### src/rtl/nt_pkg.sv
package nt_pkg;
  parameter int unsigned NT_XLEN = 32;
  localparam logic [NT_XLEN-1:0] MRET_WORD     = 32'h3020_0073;
  localparam logic [NT_XLEN-1:0] INT_NMI_CAUSE = 32'hFFFF_FFE0;
  localparam int unsigned SEEN_BIT = 6;
  localparam int unsigned DF_BIT   = 7;

  typedef struct packed {
    logic [1:0]         mpp;
    logic               mpie;
    logic [NT_XLEN-1:0] epc;
    logic [NT_XLEN-1:0] cause;
  } nt_shadow_t;

  typedef struct packed {
    logic df;
    logic seen;
  } nt_stat_t;

  function automatic logic nt_is_mret(input logic vld, input logic [NT_XLEN-1:0] insn,
                                      input logic trap);
    return vld && !trap && (insn == MRET_WORD);
  endfunction

  function automatic nt_stat_t nt_stat_next(input nt_stat_t cur, input logic exc,
                                            input logic mret, input logic wr,
                                            input logic w_seen, input logic w_df);
    nt_stat_t nx;
    nx = cur;
    if (wr) begin
      nx.seen = w_seen;
      nx.df   = w_df;
    end else if (exc) begin
      nx.seen = 1'b1;
      nx.df   = cur.df | cur.seen;
    end else if (mret) begin
      nx.seen = 1'b0;
    end
    return nx;
  endfunction
endpackage

### src/rtl/nt_nmi_gate.sv
module nt_nmi_gate
  import nt_pkg::*;
#(
  parameter logic [NT_XLEN-1:0] EXT_CAUSE = 32'h8000_001F
) (
  input  logic               clk_i,
  input  logic               rst_ni,
  input  logic               ext_req_i,
  input  logic               int_req_i,
  input  logic               dbg_mode_i,
  input  logic               halt_req_i,
  input  logic               leave_i,
  output logic               accept_o,
  output logic [NT_XLEN-1:0] cause_o,
  output logic               mode_o
);
  logic mode_q;
  logic allowed;

  assign allowed  = !mode_q && !dbg_mode_i && !halt_req_i;
  assign accept_o = allowed && (ext_req_i || int_req_i);
  assign cause_o  = ext_req_i ? EXT_CAUSE : INT_NMI_CAUSE;
  assign mode_o   = mode_q;

  always_ff @(posedge clk_i or negedge rst_ni) begin
    if (!rst_ni)       mode_q <= 1'b0;
    else if (accept_o) mode_q <= 1'b1;
    else if (leave_i)  mode_q <= 1'b0;
  end
endmodule

### src/rtl/nt_shadow.sv
module nt_shadow
  import nt_pkg::*;
(
  input  logic       clk_i,
  input  logic       rst_ni,
  input  logic       capture_i,
  input  nt_shadow_t live_i,
  input  logic       restore_req_i,
  output logic       restore_o,
  output nt_shadow_t saved_o
);
  nt_shadow_t saved_q;
  logic       restore_q;

  always_ff @(posedge clk_i or negedge rst_ni) begin
    if (!rst_ni) begin
      saved_q   <= '0;
      restore_q <= 1'b0;
    end else begin
      restore_q <= restore_req_i;
      if (capture_i) saved_q <= live_i;
    end
  end

  assign restore_o = restore_q;
  assign saved_o   = saved_q;
endmodule

### src/rtl/nt_status.sv
module nt_status
  import nt_pkg::*;
(
  input  logic               clk_i,
  input  logic               rst_ni,
  input  logic               exc_i,
  input  logic               dbg_mode_i,
  input  logic               mret_i,
  input  logic               wr_i,
  input  logic [NT_XLEN-1:0] wdata_i,
  output logic [NT_XLEN-1:0] status_o
);
  nt_stat_t stat_q;
  nt_stat_t stat_d;

  always_comb begin
    stat_d = nt_stat_next(stat_q, exc_i && !dbg_mode_i, mret_i, wr_i,
                          wdata_i[SEEN_BIT], wdata_i[DF_BIT]);
  end

  always_ff @(posedge clk_i or negedge rst_ni) begin
    if (!rst_ni) stat_q <= '0;
    else         stat_q <= stat_d;
  end

  always_comb begin
    status_o           = '0;
    status_o[SEEN_BIT] = stat_q.seen;
    status_o[DF_BIT]   = stat_q.df;
  end
endmodule

### src/rtl/nmi_recovery_tracker.sv
module nmi_recovery_tracker
  import nt_pkg::*;
#(
  parameter logic [31:0] EXT_NMI_CAUSE = 32'h8000_001F
) (
  input  logic        clk_i,
  input  logic        rst_ni,
  input  logic        nmi_ext_i,
  input  logic        nmi_int_i,
  input  logic        dbg_mode_i,
  input  logic        dbg_halt_req_i,
  input  logic        sync_exc_i,
  input  logic        retire_i,
  input  logic [31:0] retire_insn_i,
  input  logic        retire_trap_i,
  input  logic [1:0]  mpp_i,
  input  logic        mpie_i,
  input  logic [31:0] mepc_i,
  input  logic [31:0] mcause_i,
  input  logic        csr_wr_i,
  input  logic [31:0] csr_wdata_i,
  output logic        nmi_take_o,
  output logic [31:0] nmi_cause_o,
  output logic        nmi_mode_o,
  output logic        restore_o,
  output logic [1:0]  restore_mpp_o,
  output logic        restore_mpie_o,
  output logic [31:0] restore_mepc_o,
  output logic [31:0] restore_mcause_o,
  output logic [31:0] status_o
);
  logic       mret_w;
  logic       accept_w;
  logic       leave_w;
  nt_shadow_t live_w;
  nt_shadow_t saved_w;

  assign mret_w  = nt_is_mret(retire_i, retire_insn_i, retire_trap_i);
  assign leave_w = mret_w && nmi_mode_o;
  assign live_w  = '{mpp: mpp_i, mpie: mpie_i, epc: mepc_i, cause: mcause_i};

  nt_nmi_gate #(.EXT_CAUSE(EXT_NMI_CAUSE)) i_gate (
    .clk_i      (clk_i),
    .rst_ni     (rst_ni),
    .ext_req_i  (nmi_ext_i),
    .int_req_i  (nmi_int_i),
    .dbg_mode_i (dbg_mode_i),
    .halt_req_i (dbg_halt_req_i),
    .leave_i    (leave_w),
    .accept_o   (accept_w),
    .cause_o    (nmi_cause_o),
    .mode_o     (nmi_mode_o)
  );

  nt_shadow i_shadow (
    .clk_i         (clk_i),
    .rst_ni        (rst_ni),
    .capture_i     (accept_w),
    .live_i        (live_w),
    .restore_req_i (leave_w),
    .restore_o     (restore_o),
    .saved_o       (saved_w)
  );

  nt_status i_status (
    .clk_i      (clk_i),
    .rst_ni     (rst_ni),
    .exc_i      (sync_exc_i),
    .dbg_mode_i (dbg_mode_i),
    .mret_i     (mret_w),
    .wr_i       (csr_wr_i),
    .wdata_i    (csr_wdata_i),
    .status_o   (status_o)
  );

  assign nmi_take_o       = accept_w;
  assign restore_mpp_o    = saved_w.mpp;
  assign restore_mpie_o   = saved_w.mpie;
  assign restore_mepc_o   = saved_w.epc;
  assign restore_mcause_o = saved_w.cause;
endmodule

### config.mk
export PLATFORM = sky130hd
export DESIGN_NAME = nmi_recovery_tracker
export DESIGN_NICKNAME = d
export VERILOG_FILES = /design/src/rtl/nt_pkg.sv /design/src/rtl/nt_nmi_gate.sv /design/src/rtl/nt_shadow.sv /design/src/rtl/nt_status.sv /design/src/rtl/nmi_recovery_tracker.sv
export SDC_FILE = /design/constraint.sdc
export NUM_CORES = 1
export LEC_CHECK = 0
export ABC_CLOCK_PERIOD_IN_PS = 1350
export BUFFER_PORTS_ARGS = -buffer_cell sky130_fd_sc_hd__buf_2
export CORE_AREA = 2 2 105 107
export CTS_BUF_LIST = sky130_fd_sc_hd__clkbuf_16
export CTS_CLUSTER_SIZE = 12
export DETAILED_ROUTE_END_ITERATION = 16
export DIE_AREA = 0 0 107 109
export PLACE_DENSITY = 0.69
export SLEW_MARGIN = 30
export SYNTH_ARGS = -nofsm -noshare
export SYNTH_HDL_FRONTEND = slang
export SYNTH_SLANG_ARGS = --single-unit
### constraint.sdc
create_clock -name clk_i -period 1.35 [get_ports clk_i]
set_input_delay 0.135 -clock clk_i [delete_from_list [all_inputs] [get_ports clk_i]]
set_output_delay 0.135 -clock clk_i [all_outputs]
set_load 0.1 [all_outputs]
Word level (Yosys, flattened, before mapping) --
Index checks and enable logic that the tools add are counted.
Storage, ports and cells: register bits after elaboration 71, input bits 141, output and inout bits 134, logic and storage cells 32
Cells by class: eq/ne operators 1, mux-type cells 7, bitwise logic cells 1, reduce and logical (&&, ||, !) cells 15
Operators by type and width (number):
- $eq A32 B30 Y1 const B | 1
- $mux W31 | 1
- $logic_and A1 B1 Y1 | 7
- $mux W1 | 5
- $logic_not A1 Y1 | 4
- $reduce_bool A2 Y1 | 2
- $reduce_bool A3 Y1 | 1
- $mux W2 | 1
- $logic_or A1 B1 Y1 | 1
- $or A1 B1 Y1 | 1

Logic depth before layout (Yosys ltp) --
depth in word-level cells 6, depth in mapped cells 5, depth with buffers taken out 4

Modules after synthesis --
Synthesis repeated with hierarchy kept, for this count alone.
Second synthesis, totals: cells, all modules 236, area total of the unflattened synthesis 3368.2 µm²
By module, submodules not included:
- nt_shadow | instances 1, cells each 142, area each 2625.0 µm², sequential area each 1701.6 µm²
- nt_status | instances 1, cells each 41, area each 329.1 µm², sequential area each 50.0 µm²
- nt_nmi_gate | instances 1, cells each 38, area each 297.8 µm², sequential area each 25.0 µm²
- nmi_recovery_tracker | instances 1, cells each 15, area each 116.4 µm², sequential area each 0.0 µm²

Worst setup path before layout --
OpenSTA, ideal clock, no wires.
path type register -> register, start point register i_gate.mode_q, in the netlist i_gate.mode_o, end point register i_shadow.saved_q, in the netlist i_shadow.saved_o[10], library setup time 128 ps, data arrival time 2043 ps, data required time 1222 ps, slack -821 ps, stages on the path, launching flop included 5, path buffers 2, clock period less this slack 2171 ps, path through dfrtp_1 > nor4_4 > buf_4 > buf_6 > mux2_1
Between the ends: cells in the longest elaborated chain, start to end 4
RTL lines:
- from (decl) | RTL line nt_nmi_gate.sv:17 | logic mode_q;
- from (signal assigned) | RTL line nt_nmi_gate.sv:26 | if (!rst_ni) mode_q <= 1'b0;
- from (signal assigned) | RTL line nt_nmi_gate.sv:27 | else if (accept_o) mode_q <= 1'b1;
- from (signal assigned) | RTL line nt_nmi_gate.sv:28 | else if (leave_i) mode_q <= 1'b0;
- $logic_not A1 Y1 | RTL line nt_nmi_gate.sv:20 | assign allowed = !mode_q && !dbg_mode_i && !halt_req_i;
- $logic_and A1 B1 Y1 (2 in a row) | RTL line nt_nmi_gate.sv:20
- $logic_and A1 B1 Y1 | RTL line nt_nmi_gate.sv:21 | assign accept_o = allowed && (ext_req_i || int_req_i);
- via nmi_take_o | RTL line nmi_recovery_tracker.sv:22 | output logic nmi_take_o,
- to (signal assigned) | RTL line nt_shadow.sv:21 | if (capture_i) saved_q <= live_i;
- to (decl) | RTL line nt_shadow.sv:12 | nt_shadow_t saved_q;
The timed path passes the listed nets, and every way through them passes these cells. A chain may end at the register's enable or synchronous reset.

Final worst setup path --
start point register i_gate.mode_q, in the netlist i_gate.mode_o, end point output nmi_take_o
Between the ends: cells in the longest elaborated chain, start to end 4
RTL lines (RTL line):
- $logic_not A1 Y1 | nt_nmi_gate.sv:20
- $logic_and A1 B1 Y1 (2 in a row) | nt_nmi_gate.sv:20
- $logic_and A1 B1 Y1 | nt_nmi_gate.sv:21
- to (decl) | nmi_recovery_tracker.sv:22
No other way between the ends.

==> key figures <==
Logic synthesis
  • Most common cell in the netlist: dfrtp_1
  • Top cells by area, synth: dfrtp_1, mux2_2, buf_4
  • Gate Count Post-Synth: approximately 240
  • Sequential area share after synthesis: 55.0%
  • Synth Flop Type: dfrtp_1
  • Post-Syn Area: 3230 sq um
  • Commonest cells in the netlist: dfrtp_1, buf_4, mux2_2, mux2_1
  • Syn avg cell area: around 14 sq um
  • Syn. warnings: 0
  • Asr flop ratio synth: 100%
  • Number of enable flip-flop cells after synthesis: 0
  • Yosys reg bits: 71
  • Post-synth top area share: a little under three fifths
  • Area leader, netlist: dfrtp_1
  • Distinct cells, synth: 23

Worst setup path
  • CP Capture Type: output port
  • Worst EP required: roughly 1.2 ns
  • Slowest CP cell: dfrtp_4
  • Worst path depth: 4
  • CP top delay family: flip-flops
  • Worst setup SP type: flop
  • Slack of the worst reg-to-reg path: -0.27 ns
  • CP cell instances: nor4_4 -> buf_4 -> buf_12 -> buf_16
  • CP Class: flop to output port
  • WP buf/inv: 3
  • Critical path data arrival time: between 1 and 1.5 ns
  • Crit-path max FO: 4
  • Crit path largest cell delay: ~0.48 ns
  • Worst r2r path cells: 5

Placed design
  • Placed instance area: 4640 sq um
  • Hpwl dp: just under 6000 microns
  • Routability cong.: 0.688
  • Placed cells: between 500 and 600
  • Buffers on Ports: roughly 210
  • DP Worst Slack: -0.309 ns

Global route
  • Wire length of the first global-routing pass: ~12000 microns
  • Met3 usage: roughly 5.6%
  • Total GRT Usage: a little over an eighth
  • Largest net degree at the start of global routing: 31
  • Grt total ovfl: 0
  • Initial antenna violation count: 0
  • Vias in the first global route: around 2500
  • Busiest grt layer: met2
  • GR Layer Usage met2: about a quarter
  • Met1 usage: roughly 15%

Route
  • Vias/cell: about 4.2
  • First drt pass iteration count: 4
  • Final ANT Viol Nets: 0
  • # DRC: 0
  • Wirelength, routed: between 8000 and 9000 microns
  • Routed length per instance: about 15 microns
  • Routed via count: between 2000 and 2500
  • Initial DRC Count: 93

STA
  • Slew @ Worst Pin: just over 0.5 ns
  • Final Skew: around 0.0034 ns
  • Final setup violation count: 68
  • Max Freq: ~610 MHz
  • Hold Vio Cnt, Final: 0
  • Post-route setup slack: -0.276 ns
  • Unrepaired setup endpoints after global routing: true
  • Pins Over Slew Limit: 0
  • Hold_ws: 0.0238 ns
  • Max-Slew Margin vs Limit: around two thirds
  • Minimum clock period after layout: 1.63 ns
  • Final period util: 120%

CTS
  • CTS Buf Count: 9
  • CTS clock-pin slew for the worst setup and hold paths: approximately 0.05 ns
  • Max Root-Sink Buffers: 2
  • Clk Latency, worst-skew pair: 0.33 ns
  • Sink Count: 71
  • CTS H-tree lvls: 3
  • TritonCTS clock tree: done
  • Root Driver: clkbuf_16

Floorplan
  • I/O pin cnt: between 200 and 300
  • Core Rows: 38
  • Core ar.: between 10000 and 15000 sq um
  • Die height: approximately 110 microns
  • Starting density of the core: between 30% and 40%
  • Die ar.: around 12000 sq um
  • Die W: about 110 microns

Run
  • Maxcap violations: 0

Min path
  • Hold WC Path Type: primary input to flop
  • Hold Path Depth: 2

Status
  • Status: finished, violations left
  • Failing checks: setup timing

Pwr
  • Total power: 10400 uW
  • Peak supply drop: 1380 uV
  • P per Cell Area: approximately 2000 nW/um^2
  • Pleak: approximately 0.0027 uW

Finish
  • Fin cells: between 500 and 600
  • Design area: around 5300 sq um
  • Share of layout cells above drive strength 1: between 60 and 70%
  • Final nets: a little under 600
  • Antenna diodes: 0
  • Synth-to-Final Area Change: 62.7%
metal layers:
layer	share of wire, %	routed length [microns]	up-vias
met1	38	3180	1207
met4	1.1	97	0
met3	8.6	731	9
li1	-	-	1135
met5	0	0	-
met2	53	4470	135
where the power goes:
| part | total [uW] | leakage (uW) | internal [uW] | switching, uW |
|---|---|---|---|---|
| clock | 1970 | 0.000114 | 1190 | 789 |
| combinational | 5630 | 0.00173 | 1030 | 4600 |
| sequential | 2810 | 0.000886 | 2580 | 230 |
| total | 10400 | 0.00273 | 4790 | 5620 |
worst reg2reg max path, cell delays in order, from the launching register on:
cell,delay [ns]
dfrtp_4,0.48
nor4_4,0.20
buf_4,0.18
buf_8,0.15
buf_12,0.15
mux2_2,0.34
cell type report:
type                       count  area, sq um
timing repair buffer         236         1860
sequential                    71         1780
multi-input combinational    125         1190
tap                          140          175
inverter                       1         7.51
clock buffer                   9          225
clock inverter                 3         15.0
fill                         948         5350
logic make-up (layout without fill, tap and decap cells):
kind of cell,Yosys count,count (layout),synth area share (%)
and+or+nand+nor,22,22,4.61
AOI/OAI and AO/OA,5,5,0.891
muxes,67,67,23.4
buffers and inverters,69,249,15.9
DFF,71,71,55.0
other,2,31,0.233
path summary, 6_finish.rpt:
check | from | endpoint
setup / recovery | i_gate.mode_o | nmi_take_o
min in group asynchronous | rst_ni | i_shadow.saved_o[59]
setup reg to reg | i_gate.mode_o | i_shadow.saved_o[51]
hold / removal | mcause_i[11] | i_shadow.saved_o[11]
hold reg to reg | i_shadow.saved_o[61] | i_shadow.saved_o[61]
max in group asynchronous | rst_ni | i_shadow.saved_o[37]
cell usage in the layout, fill, tap and decap left out, types with 2 or more instances in the layout:
cell type	n
mux2_1	12
nor4bb_1	2
nor2b_1	2
nand2_1	2
a21oi_1	3
mux2_4	37
clkinvlp_4	2
buf_12	32
nor2_1	4
buf_4	7
buf_2	185
clkinv_1	2
clkbuf_16	11
buf_8	4
dfrtp_1	70
nor4b_1	2
buf_16	4
mux2_2	18
nor4_1	4
conb_1	31
sequential cells by signal (all words and copies together), names as in the netlist:
signal	count
i_shadow.saved_o	67
i_shadow.restore_o	1
i_status.status_o	2
i_gate.mode_o	1
repair_timing:
| action | CTS | global route |
|---|---|---|
| gates resized for setup | 47 | 0 |
| hold buffers | 1 | 0 |
| buffers inserted | 6 | 0 |
| pin swaps | 1 | 1 |
| setup endpoints to repair | 68 | 68 |
| endpoints found under the hold margin | 48 | 0 |
| gates cloned | 3 | 3 |
metrics by stage:
stage | TNS (ns) | utilization [%]
finish | -15.62 | 49.5
CTS | -20.28 | 48.9
floorplan | -25.01 | -
global placement | -17.30 | 43.8
detailed placement | -19.54 | 43.8
global route | -19.48 | 49.5
No activity file was read; power rests on OpenSTA's default activity.
